$ cat src/rtl/brx_pkg.sv
package brx_pkg;

  localparam int unsigned DIRS = 2;

  typedef struct packed {
    logic oe_n;
    logic le;
    logic dclk;
    logic cken_n;
  } dir_ctl_t;

endpackage

$ cat src/rtl/brx_edge_sync.sv
module brx_edge_sync #(
  parameter int unsigned STAGES = 2
) (
  input  logic clk,
  input  logic rst,
  input  logic async_in,
  output logic rise
);

  logic [STAGES-1:0] sync_q;
  logic              last_q;

  always_ff @(posedge clk) begin
    if (rst) begin
      sync_q <= '0;
      last_q <= 1'b0;
    end else begin
      sync_q[0] <= async_in;
      for (int i = 1; i < STAGES; i++) begin
        sync_q[i] <= sync_q[i-1];
      end
      last_q <= sync_q[STAGES-1];
    end
  end

  assign rise = sync_q[STAGES-1] & ~last_q;

endmodule

$ cat src/rtl/brx_delay.sv
module brx_delay #(
  parameter int unsigned WIDTH  = 19,
  parameter int unsigned STAGES = 2
) (
  input  logic             clk,
  input  logic [WIDTH-1:0] din,
  output logic [WIDTH-1:0] dout
);

  logic [WIDTH-1:0] stage_q [STAGES];

  always_ff @(posedge clk) begin
    stage_q[0] <= din;
    for (int i = 1; i < STAGES; i++) begin
      stage_q[i] <= stage_q[i-1];
    end
  end

  assign dout = stage_q[STAGES-1];

endmodule

$ cat src/rtl/brx_lane.sv
module brx_lane
  import brx_pkg::*;
#(
  parameter int unsigned WIDTH  = 18,
  parameter int unsigned STAGES = 2
) (
  input  logic             clk,
  input  logic             rst,
  input  logic [WIDTH-1:0] din,
  input  dir_ctl_t         ctl,
  output logic [WIDTH-1:0] dout,
  output logic             drive
);

  localparam int unsigned PW = WIDTH + 1;

  logic             rise;
  logic [PW-1:0]    dly;
  logic [WIDTH-1:0] store_q;

  brx_edge_sync #(.STAGES(STAGES)) u_edge (
    .clk      (clk),
    .rst      (rst),
    .async_in (ctl.dclk),
    .rise     (rise)
  );

  brx_delay #(.WIDTH(PW), .STAGES(STAGES)) u_dly (
    .clk  (clk),
    .din  ({ctl.cken_n, din}),
    .dout (dly)
  );

  always_ff @(posedge clk) begin
    if (rst) begin
      store_q <= '0;
    end else if (ctl.le) begin
      store_q <= din;
    end else if (rise && !dly[PW-1]) begin
      store_q <= dly[WIDTH-1:0];
    end
  end

  assign dout  = ctl.le ? din : store_q;
  assign drive = !ctl.oe_n && !rst;

endmodule

$ cat src/rtl/brx_xcvr.sv
module brx_xcvr
  import brx_pkg::*;
#(
  parameter int unsigned WIDTH       = 18,
  parameter int unsigned SYNC_STAGES = 2
) (
  input  logic             clk,
  input  logic             rst,
  input  logic [WIDTH-1:0] a_in,
  input  logic [WIDTH-1:0] b_in,
  input  logic             ab_oe_n,
  input  logic             ab_le,
  input  logic             ab_clk,
  input  logic             ab_cken_n,
  input  logic             ba_oe_n,
  input  logic             ba_le,
  input  logic             ba_clk,
  input  logic             ba_cken_n,
  output logic [WIDTH-1:0] b_out,
  output logic             b_drive,
  output logic [WIDTH-1:0] a_out,
  output logic             a_drive
);

  logic [WIDTH-1:0] lane_din  [DIRS];
  dir_ctl_t         lane_ctl  [DIRS];
  logic [WIDTH-1:0] lane_dout [DIRS];
  logic             lane_drv  [DIRS];

  assign lane_din[0] = a_in;
  assign lane_din[1] = b_in;
  assign lane_ctl[0] = {ab_oe_n, ab_le, ab_clk, ab_cken_n};
  assign lane_ctl[1] = {ba_oe_n, ba_le, ba_clk, ba_cken_n};

  for (genvar d = 0; d < DIRS; d++) begin : g_dir
    brx_lane #(.WIDTH(WIDTH), .STAGES(SYNC_STAGES)) u_lane (
      .clk   (clk),
      .rst   (rst),
      .din   (lane_din[d]),
      .ctl   (lane_ctl[d]),
      .dout  (lane_dout[d]),
      .drive (lane_drv[d])
    );
  end

  assign b_out   = lane_dout[0];
  assign b_drive = lane_drv[0];
  assign a_out   = lane_dout[1];
  assign a_drive = lane_drv[1];

endmodule

$ cat config.mk
export PLATFORM = sky130hd
export DESIGN_NAME = brx_xcvr
export DESIGN_NICKNAME = d
export VERILOG_FILES = /design/src/rtl/brx_pkg.sv /design/src/rtl/brx_edge_sync.sv /design/src/rtl/brx_delay.sv /design/src/rtl/brx_lane.sv /design/src/rtl/brx_xcvr.sv
export SDC_FILE = /design/constraint.sdc
export NUM_CORES = 1
export LEC_CHECK = 0
export ABC_AREA = 0
export BUFFER_PORTS_ARGS = -buffer_cell sky130_fd_sc_hd__buf_4
export CORE_MARGIN = 2
export CORE_UTILIZATION = 25
export DETAILED_ROUTE_END_ITERATION = 6
export PLACE_DENSITY = 0.51
export SLEW_MARGIN = 15
export SYNTH_ARGS = -nofsm -noshare
export SYNTH_HDL_FRONTEND = slang
export SYNTH_SLANG_ARGS = --single-unit
export TNS_END_PERCENT = 30
$ cat constraint.sdc
create_clock -name clk -period 3.5 [get_ports clk]
set_input_delay 0.35 -clock clk [delete_from_list [all_inputs] [get_ports clk]]
set_output_delay 0.35 -clock clk [all_outputs]
set_load 0.01 [all_outputs]
# == Word level (Yosys, flattened, before mapping) ==
# Memories as Yosys holds them, arrays and structs flattened.
# Cells that the tools add are included.
# Widths: inputs -> output; s select.
# totals
reg_bits,42
ram_bits,76
input_bits,46
output_inout_bits,38
wordCells,29
mem_count,2
# memory_table
name,depth,word_bits,rd,rd_ports_with_merged_regs,write_ports,line_no,rtl
g_dir[0].u_lane.u_dly.stage_q,2,19,2,0,2,brx_delay.sv:10,logic [WIDTH-1:0] stage_q [STAGES];
g_dir[1].u_lane.u_dly.stage_q,2,19,2,0,2,brx_delay.sv:10,
# op_classes
mux,6
n_bitwise,4
reduce_logical,11
# op_table
op,count
$mux 18,6
$logic_not 1->1,5
$logic_and 1x1->1,4
$reduce_bool 2->1,2
$and 1x1->1,2
$not 1->1,2

# == Longest topological paths before layout ==
# Gate-level depths: netlist of run 1.
# logic_depth
ltp_word,5
mapped_depth,5
mapped_depth_nobuf,3

# == By module ==
# Synthesis of run 1 repeated with hierarchy kept, for this count alone.
# unflattened
cells_unflattened,338
area_unflattened_um2,4281.6
# by_module_without_submodules
mod,instances,cells_each,area_each_um2,seq_area_each_um2
brx_lane,2,105,1149.9,360.3
brx_delay,2,57,903.4,760.7
brx_edge_sync,2,7,87.6,60.1

# == Worst setup path after synthesis of run 1 ==
# Ideal clock, no wire load.
# synth_path
path_kind,input to output
from,in ba_le
to,out a_out[10]
arrival_time_ns,1.105
slack_ns,2.045
cell_stages,3
path_cell_list,buf_4 buf_2 mux2_2
# synth_via
elab_chain_len,1
# synth_lines
item,line_no,rtl
start: declaration,brx_xcvr.sv:16,"input logic ba_le,"
$mux 18,brx_lane.sv:44,assign dout = ctl.le ? din : store_q;
end: declaration,brx_xcvr.sv:21,"output logic [WIDTH-1:0] a_out,"
# Every way passes these cells.

# == Final worst setup path of run 1 ==
# layout_path
from,in ba_le
to,out a_out[2]
# Same word-level chain as after synthesis.

==> impl_metrics.csv, run 1 <==
group,metric,value,unit
outcome,status,"finished clean",
cells_and_area,drive_gt1_frac,0.4464,
grt,overflow,0,
route,vias_per_cell,4.083,
sta,hold_violations,0,
sta,max_slew_margin,0.3929,
setup_path,cp.arrival,1620,ps
synthesis,synth.area.top_cells,"dfxtp_1 (60%), mux2_2 (10%), mux2i_1 (9.1%)",
power_and_ir_drop,pwr-share-clk,0.479,
sta,fin_crit,1967,ps
setup_path,crit_type,"primary input to output port",
clock_network,clkTransAtPathRegs,60,ps
grt,grt_first_pass_wirelength,12850,um
floorplanning,design.core.area,15310,sq um
setup_path,required,3150,ps
route,drtIter0Drc,95,
clock_network,cts-buffers-inserted,17,
floorplanning,ioPinCount,84,
power_and_ir_drop,ir_worst_vdd,319.5,uV
power_and_ir_drop,pwr-share-seq,0.430,
floorplanning,die_y,129.6,um
synthesis,ys_ff_latch,118,
cells_and_area,n_antenna_cell,0,
floorplanning,num_rows,45,
synthesis,synthArstFlopShare,0,
sta,holdWs,39.55,ps
clock_network,cts.repair.resized,0,
cells_and_area,final_cell_count_no_fill,603,
setup_path,path_cells,"buf_4 > buf_4 > mux2_2 > buf_4",
synthesis,synth_flop_cell,"dfxtp_1",
place,dp_cells,571,
grt,antenna_found_initial,0,
setup_path,path_common_cell,"buf_4",
grt,grt_max_degree,56,
clock_network,cts_sinks,118,
setup_path,worst_r2r_path_depth,4,
cells_and_area,fin_nets,425,
setup_path,critPathCaptureType,"output port",
floorplanning,die_x,129.6,um
sta,worst_pin_slew,910.7,ps
power_and_ir_drop,power_density,646.1,nW/um^2
sta,finalSetupViolCount,0,
hold_path,worstHoldPathCells,1,
route,wl_per_cell,13.04,um
sta,fin_crit_sh,0.5619,
clock_network,cts_tree,"built",
sta,slew_violations,0,
grt,grt_pass1_vias,2522,
cells_and_area,syn2layout_area_growth,32.98,%
route,dr_wl_met3,496,um
place,place_ws,1441,ps
route,drt_wl_total,7866,um
route,highest_layer,"met4",
setup_path,worstSetupStartpointType,"primary input",
sta,timing.final.ws_setup,1533,ps
power_and_ir_drop,p_total,3.386,mW
power_and_ir_drop,switching_share,0.2400,
setup_path,cpPeakStageDelay,460,ps
synthesis,synth_most_common_cell,"dfxtp_1",
setup_path,cp_slowest_cell,"buf_4",
route,met1Wirelength,3909,um
cells_and_area,stdcell_area,5241,sq um
grt,grt_use_total,0.1025,
synthesis,synthDominantCellAreaShare,0.5994,
clock_network,ctsHoldBuffers,0,
power_and_ir_drop,p_switching,0.8127,mW
synthesis,yosys.area.top_type,"dfxtp_1",
job,cap_viol_max_count,0,
place,hpwl,4760,um
place,gp_congestion,0.6608,
setup_path,cp_max_fo,46,
route,detail_route.first_pass.iterations,4,
clock_network,htree_num_levels,4,
synthesis,synth.avg_cell_area,13.27,sq um
floorplanning,initial_core_util,0.2574,
power_and_ir_drop,leakage,2.176,nW
clock_network,cts-root-buf,"clkbuf_16",
sta,rsz0062_at_grt,"false",
sta,fmax,508.5,MHz
synthesis,syn_area,3941,sq um
power_and_ir_drop,p_int,2.574,mW
sta,tns,0,ps
route,wl_met2,3362,um
clock_network,cts_setup_buffers,0,
synthesis,seq_area_frac_synth,0.5994,
synthesis,ys_top_cells_by_count,"dfxtp_1 (118), mux2_2 (36), mux2i_1 (36), nor3_1 (36), a211oi_2 (20)",
route,route.detailed.drc,0,
sta,skew,6.336,ps
synthesis,ys_warn_count,0,
power_and_ir_drop,p_comb_frac,0.091,
synthesis,synth-edff-count,0,
place,placed_cell_area,4683,sq um
clock_network,clockBufferDepth,2,
cells_and_area,final_util,0.3422,
synthesis,synth_cell_types,15,
clock_network,clock_latency,410,ps
synthesis,syn_inst,297,
hold_path,hold_path_class,"primary input to register",
route,via_count,2462,
synthesis,synth_nets,343,
place,numPortBuffers,83,
route,postRouteAntennaNets,0,
floorplanning,die_area,16790,sq um
==> cell usage in the layout (no fill, tap or decap), types with 2 or more instances in the layout <==
cell        count
mux2i_1        36
clkinvlp_4      3
buf_4          86
nor2_1          2
nor3_1         36
dfxtp_1       118
clkinv_4        4
mux2_2         36
nor2b_1         6
clkinv_2        3
nor3b_4         2
inv_6           3
clkbuf_16      17
or2_1           2
a211oi_1       16
a211oi_2       20
==> critical path, delay by kind of cell <==
kind / cells / cell delay, ps
buffers and inverters: 3 / 900
multiplexers: 1 / 350
==> cell families (layout without fill, tap and decap cells) <==
group	count (synthesis)	count (layout)	synth area share
AO/OA/AOI/OAI	36	36	0.09397
buffers and inverters	23	118	0.04254
flip-flops	118	118	0.5994
multiplexers	72	72	0.1943
AND/OR/NAND/NOR	48	48	0.06984
==> layout make-up <==
cell class,count,area (sq um)
Fill cell,1546,10070
Sequential cell,118,2362
Multi-Input combinational cell,156,1411
Timing Repair Buffer,86,645.6
Clock buffer,18,429.2
Tap cell,211,264.0
Clock inverter,14,128.9
==> registers in the layout, indices dropped and copies added, names as in the netlist <==
signal,count
g_dir.u_lane.u_edge.sync_q,4
g_dir.u_lane.u_dly.stage_q,76
g_dir.u_lane.store_q,36
g_dir.u_lane.u_edge.last_q,2
==> per-layer routing <==
| metal | GRT usage | vias up |
|---|---|---|
| met5 | 0 | - |
| met4 | 0.05123 | 0 |
| met3 | 0.04913 | 8 |
| met2 | 0.1417 | 65 |
| met1 | 0.1324 | 1144 |
| li1 | - | 1245 |
==> path summary, 6_finish.rpt <==
check / start / to / slack (ps)
min reg2reg: g_dir[1].u_lane.u_dly.stage_q[0][14] / g_dir[1].u_lane.u_dly.stage_q[0][33] / 320
min: ab_cken_n / g_dir[0].u_lane.u_dly.stage_q[0][18] / 40
max reg2reg: g_dir[1].u_lane.u_edge.last_q / g_dir[1].u_lane.store_q[2] / 1660
max: ba_le / a_out[2] / 1530
==> power by group through the flow <==
stage	Combinational (mW)	Sequential [mW]	Clock (mW)
floorplan	0.196	1.48	0
global placement	0.311	1.48	0
detailed placement	0.314	1.48	0
CTS	0.315	1.46	1.68
global route	0.338	1.47	1.75
finish	0.309	1.46	1.62
Power figures use the tool's default switching activity.
==> run 2, diff against run 1 <==
--- a/config.mk
+++ b/config.mk
@@ -5,12 +5,12 @@
 export SDC_FILE = /design/constraint.sdc
 export NUM_CORES = 1
 export LEC_CHECK = 0
-export ABC_AREA = 0
+export ABC_AREA = 1
 export BUFFER_PORTS_ARGS = -buffer_cell sky130_fd_sc_hd__buf_4
 export CORE_MARGIN = 2
 export CORE_UTILIZATION = 25
 export DETAILED_ROUTE_END_ITERATION = 6
-export PLACE_DENSITY = 0.51
+export PLACE_DENSITY = 0.52
 export SLEW_MARGIN = 15
 export SYNTH_ARGS = -nofsm -noshare
 export SYNTH_HDL_FRONTEND = slang
==> constraint.sdc (replaced) <==
create_clock -name clk -period 1.7 [get_ports clk]
set_input_delay 0.17 -clock clk [delete_from_list [all_inputs] [get_ports clk]]
set_output_delay 0.17 -clock clk [all_outputs]
set_load 0.01 [all_outputs]
==> impl_metrics.csv, run 2 <==
group,metric,value,unit
floorplanning,num_rows,46,
floorplanning,die_y,130.5,um
synthesis,synth-edff-count,0,
power_and_ir_drop,power_density,1243,nW/um^2
power_and_ir_drop,pwr-share-clk,0.483,
hold_path,hold_path_class,"register to register",
grt,grtUsageMet3,0.04682,
sta,fin_crit_sh,0.7913,
grt,overflow,0,
synthesis,synth_cell_types,18,
route,route.detailed.drc,0,
power_and_ir_drop,p_int,5.541,mW
synthesis,synth_nets,533,
place,numPortBuffers,83,
sta,holdWs,323.6,ps
cells_and_area,top_regs,"g_dir.u_lane.u_dly.stage_q: 76 flops, g_dir.u_lane.store_q: 36 flops, g_dir.u_lane.u_edge.sync_q: 4 flops",
place,hpwl,5251,um
sta,finalSetupViolCount,0,
grt,grt_first_pass_wirelength,13240,um
clock_network,cts_sinks,118,
grt,antenna_found_initial,0,
synthesis,ys_warn_count,0,
clock_network,clock_latency,410,ps
synthesis,synth.avg_cell_area,8.211,sq um
job,cap_viol_max_count,0,
power_and_ir_drop,switching_share,0.2227,
grt,grt_use_total,0.1022,
setup_path,cp_max_fo,19,
synthesis,synthArstFlopShare,0,
synthesis,yosys.area.top_type,"dfxtp_1",
clock_network,clkTransAtPathRegs,50,ps
route,vias_per_cell,3.792,
synthesis,syn_area,3999,sq um
grt,globalRouteMet2Util,0.1749,
sta,max_slew_margin,0.7261,
clock_network,cts_tree,"built",
setup_path,required,2000,ps
sta,rsz0062_at_grt,"false",
sta,fmax,743.4,MHz
synthesis,ys_top_cells_by_count,"nand2_1 (216), dfxtp_1 (118), nor2_1 (76), and2_1 (19), and2_0 (17)",
power_and_ir_drop,pwr-share-seq,0.420,
setup_path,cp_slowest_cell,"dlygate4sd3_1",
floorplanning,initial_core_util,0.2536,
route,wl_per_cell,9.801,um
floorplanning,ioPinCount,84,
synthesis,seq_area_frac_synth,0.5907,
synthesis,synth_flop_cell,"dfxtp_1",
sta,skew,5.457,ps
sta,slew_violations,0,
cells_and_area,top_register,"g_dir.u_lane.u_dly.stage_q",
synthesis,synth.area.top_cells,"dfxtp_1 (59%), nand2_1 (20%), nor2_1 (7.1%)",
cells_and_area,syn2layout_area_growth,43.37,%
clock_network,htree_num_levels,4,
power_and_ir_drop,p_comb_frac,0.097,
setup_path,crit_type,"primary input to register",
clock_network,cts-root-buf,"clkbuf_16",
sta,tns,0,ps
route,drt_wl_total,8243,um
power_and_ir_drop,ir_worst_vdd,703.3,uV
setup_path,worstSetupStartpointType,"primary input",
setup_path,cp.arrival,1640,ps
route,via_count,3189,
grt,grt_max_degree,38,
setup_path,path_cells,"dlygate4sd3_1 > buf_4 > clkinvlp_4 > buf_12 > nand2_1 > nor2_1",
grt,grt_pass1_vias,2984,
setup_path,cpPeakStageDelay,530,ps
route,postRouteAntennaNets,0,
sta,worst_pin_slew,410.0,ps
route,drtIter0Drc,112,
cells_and_area,drive_gt1_frac,0.1952,
floorplanning,die_area,17020,sq um
synthesis,ys_ff_latch,118,
sta,hold_violations,0,
floorplanning,design.core.area,15770,sq um
cells_and_area,final_common_cell,"nand2_1",
setup_path,critPathCaptureType,"register",
synthesis,synth_most_common_cell,"nand2_1",
synthesis,syn_inst,487,
synthesis,synthDominantCellAreaShare,0.5907,
route,detail_route.first_pass.iterations,4,
outcome,status,"finished clean",
grt,met1_usage,0.1111,
cells_and_area,n_antenna_cell,0,
clock_network,cts_setup_buffers,0,
cells_and_area,largest_reg_flops,76,
sta,fin_crit,1345,ps
cells_and_area,fin_nets,659,
cells_and_area,layout_common_cells,"nand2_1 (216), dfxtp_1 (118), buf_4 (83), nor2_1 (76), dlygate4sd3_1 (43)",
clock_network,clockBufferDepth,2,
floorplanning,die_x,130.5,um
place,gp_congestion,0.7105,
clock_network,cts-buffers-inserted,17,
grt,busiest_layer,"met2",
power_and_ir_drop,leakage,2.761,nW
power_and_ir_drop,p_switching,1.587,mW
run 2: metal layers:
metal | part of all wire | vias up
met4 | 0.014 | 0
li1 | - | 1700
met2 | 0.47 | 79
met5 | 0 | -
met1 | 0.45 | 1400
met3 | 0.059 | 10
run 2: logic make-up after synthesis:
family	Yosys count	synth area share
simple gates	336	0.3448
flops	118	0.5907
buf+inv	33	0.06445
run 2: area by class of cell:
type                       count  area, sq um
fill                        1634        10040
multi-input combinational    336         1379
clock buffer                  22        474.2
inverter                      13        72.57
sequential                   118         2362
clock inverter                 9        101.3
tap                          216        270.3
timing repair buffer         127         1074
run 2: worst paths after layout:
kind                                                          start                                    to  slack [ps]  cells past startpoint
worst max-delay path                                            rst            g_dir[1].u_lane.store_q[0]         350                      6
worst min-delay path            g_dir[1].u_lane.u_dly.stage_q[0][4]  g_dir[1].u_lane.u_dly.stage_q[0][23]         320                      0
worst max register to register     g_dir[0].u_lane.u_edge.sync_q[1]            g_dir[0].u_lane.store_q[3]         560                      5
worst min register to register  g_dir[1].u_lane.u_dly.stage_q[0][4]  g_dir[1].u_lane.u_dly.stage_q[0][23]         320                      0
run 2: timing repair:
action                                  in CTS  in global routing
gates resized for setup                      0                  1
endpoints found under the setup margin       0                  8
hold buffers                                43                  0
hold endpoints to repair                    44                  0
run 2: metrics by stage:
step | util | total power [mW] | std cells | setup slack (ps) | area (sq um)
2_1_floorplan | - | 3.424 | 487 | 719.9 | 3999
3_3_place_gp | 0.2995 | 3.662 | 767 | 216.1 | 4723
3_5_place_dp | 0.2995 | 3.674 | 767 | 163.3 | 4723
4_1_cts | 0.3633 | 7.253 | 841 | 49.51 | 5729
5_1_grt | 0.3635 | 7.475 | 841 | 265.0 | 5733
6_report | 0.3635 | 7.128 | 841 | 354.9 | 5733
run 2: critical path: cells and delay by family:
| kind | cells | cell delay [ps] |
|---|---|---|
| buffers and inverters | 4 | 1370 |
| and+or+nand+nor | 2 | 100 |
run 2: power groups by stage:
stage | Combinational (mW) | Sequential (mW) | Clock, mW
CTS | 0.705 | 3.00 | 3.55
floorplan | 0.388 | 3.04 | 0
global placement | 0.615 | 3.05 | 0
global route | 0.781 | 3.01 | 3.68
finish | 0.693 | 3.00 | 3.44
detailed placement | 0.622 | 3.05 | 0
==> run 3, diff against run 2 <==
--- a/config.mk
+++ b/config.mk
@@ -5,12 +5,12 @@
 export SDC_FILE = /design/constraint.sdc
 export NUM_CORES = 1
 export LEC_CHECK = 0
-export ABC_AREA = 1
+export ABC_AREA = 0
 export BUFFER_PORTS_ARGS = -buffer_cell sky130_fd_sc_hd__buf_4
 export CORE_MARGIN = 2
 export CORE_UTILIZATION = 25
 export DETAILED_ROUTE_END_ITERATION = 6
-export PLACE_DENSITY = 0.52
+export PLACE_DENSITY = 0.51
 export SLEW_MARGIN = 15
 export SYNTH_ARGS = -nofsm -noshare
 export SYNTH_HDL_FRONTEND = slang
==> constraint.sdc (replaced) <==
create_clock -name clk -period 1.4 [get_ports clk]
set_input_delay 0.14 -clock clk [delete_from_list [all_inputs] [get_ports clk]]
set_output_delay 0.14 -clock clk [all_outputs]
set_load 0.01 [all_outputs]
==> impl_metrics.csv, run 3 (same netlist as run 1, synthesis figures left out) <==
group,metric,value,unit
cells_and_area,n_antenna_cell,0,
grt,grt_use_total,0.1055,
cells_and_area,seq_area,2362,sq um
grt,overflow,0,
cells_and_area,top_register,"g_dir.u_lane.u_dly.stage_q",
floorplanning,die_y,129.6,um
sta,fin_crit,1379,ps
setup_path,critPathCaptureType,"output port",
clock_network,htree_num_levels,4,
setup_path,cpPeakStageDelay,550,ps
power_and_ir_drop,p_int,7.166,mW
setup_path,cp_slowest_cell,"dlygate4sd3_1",
place,hpwl,5255,um
setup_path,worstSetupStartpointType,"primary input",
setup_path,cp.arrival,1240,ps
power_and_ir_drop,leakage,2.471,nW
setup_path,path_cells,"dlygate4sd3_1 > buf_4 > mux2_2 > buf_4",
power_and_ir_drop,power_density,1553,nW/um^2
route,wl_per_cell,12.57,um
floorplanning,die_area,16790,sq um
setup_path,r2r_setup_slack,200,ps
cells_and_area,multi_input_area,1415,sq um
sta,hold_violations,0,
route,drt_wl_total,8221,um
sta,slew_violations,0,
route,detail_route.first_pass.iterations,4,
power_and_ir_drop,switching_share,0.2161,
setup_path,crit_type,"primary input to output port",
sta,holdWs,153.6,ps
power_and_ir_drop,p_switching,1.976,mW
clock_network,clkTransAtPathRegs,50,ps
sta,tns,0,ps
clock_network,clockBufferDepth,2,
cells_and_area,top_regs,"g_dir.u_lane.u_dly.stage_q: 76 flops, g_dir.u_lane.store_q: 36 flops, g_dir.u_lane.u_edge.sync_q: 4 flops",
sta,worst_pin_slew,408.1,ps
clock_network,cts-root-buf,"clkbuf_16",
setup_path,r2r-start,"g_dir[1].u_lane.u_edge.sync_q[1]",
hold_path,min_from,"rst",
route,postRouteAntennaNets,0,
floorplanning,ioPinCount,84,
route,drtIter0Drc,109,
outcome,status,"finished clean",
setup_path,cp_max_fo,3,
power_and_ir_drop,pwr-share-clk,0.500,
place,dp_cells,583,
place,gp_congestion,0.7141,
route,route.detailed.drc,0,
floorplanning,design.core.area,15310,sq um
sta,max_slew_margin,0.7279,
cells_and_area,largest_reg_flops,76,
power_and_ir_drop,p_total,9.142,mW
sta,fin_crit_sh,0.9850,
setup_path,path_common_cell,"buf_4",
clock_network,cts_sinks,118,
cells_and_area,final_cell_count_no_fill,654,
sta,finalSetupViolCount,0,
cells_and_area,fin_nets,477,
cells_and_area,final_common_cell,"dfxtp_1",
clock_network,clock_latency,400,ps
grt,grt_pass1_vias,2732,
cells_and_area,num-fill-cells,1509,
clock_network,cts_tree,"built",
sta,rsz0062_at_grt,"false",
setup_path,required,1260,ps
route,via_count,2678,
clock_network,cts-buffers-inserted,17,
floorplanning,die_x,129.6,um
cells_and_area,drive_gt1_frac,0.4221,
place,numPortBuffers,83,
route,vias_per_cell,4.095,
floorplanning,num_rows,45,
setup_path,crit_path_start,"b_in[1]",
floorplanning,initial_core_util,0.2574,
job,cap_viol_max_count,0,
sta,skew,5.047,ps
hold_path,hold_path_class,"primary input to register",
grt,grt_max_degree,29,
grt,antenna_found_initial,0,
cells_and_area,layout_common_cells,"dfxtp_1 (118), buf_4 (91), dlygate4sd3_1 (40), mux2i_1 (36), nor3_1 (36)",
power_and_ir_drop,p_comb_frac,0.101,
power_and_ir_drop,ir_worst_vdd,974.9,uV
grt,grt_first_pass_wirelength,13550,um
power_and_ir_drop,pwr-share-seq,0.398,
cells_and_area,syn2layout_area_growth,49.33,%
sta,fmax,725.2,MHz
run 3: repair_timing:
| item | CTS | global route |
|---|---|---|
| hold endpoints to repair | 40 | 0 |
| hold buffers | 40 | 0 |
| endpoints found under the setup margin | 0 | 2 |
| gates resized for setup | 0 | 2 |
| buffers inserted | 0 | 0 |
run 3: final cells by class:
cell class	instances	share of cell area
Clock buffer	19	0.07696
Clock inverter	12	0.02997
Tap cell	211	0.04486
Timing Repair Buffer	138	0.2064
Multi-Input combinational cell	156	0.2404
Sequential cell	118	0.4014
run 3: power by group through the flow:
stage | logic, mW | registers, mW | clock network [mW]
floorplan | 0.490 | 3.69 | 0
global placement | 0.831 | 3.71 | 0
detailed placement | 0.844 | 3.71 | 0
CTS | 0.936 | 3.64 | 4.70
global route | 1.00 | 3.66 | 4.87
finish | 0.925 | 3.64 | 4.58
run 3: final timing paths:
path	end	cells after the start
setup reg to reg	g_dir[1].u_lane.store_q[5]	4
hold reg to reg	g_dir[0].u_lane.u_dly.stage_q[0][36]	0
hold / removal	g_dir[1].u_lane.u_edge.sync_q[0]	2
setup / recovery	a_out[1]	4
run 3: worst max-delay path: cells and delay by family:
| family | cells | cell delay (ps) |
|---|---|---|
| mux | 1 | 260 |
| buf+inv | 3 | 840 |
run 3: metrics by stage:
step,setup WS (ps),area (sq um),utilization
4_1_cts,23.34,5878,0.3838
6_report,21.06,5886,0.3843
3_3_place_gp,201.8,4848,0.3166
5_1_grt,0.7733,5886,0.3843
3_5_place_dp,191.0,4848,0.3166
2_1_floorplan,164.5,3941,-
run 3: layer usage:
layer  part of all wire  track usage  up-vias
met1               0.50       0.1341     1257
met5                  0            0        -
met4              0.014      0.05123        0
met2               0.44       0.1543       68
met3              0.049      0.04377       12
li1                   -            -     1341
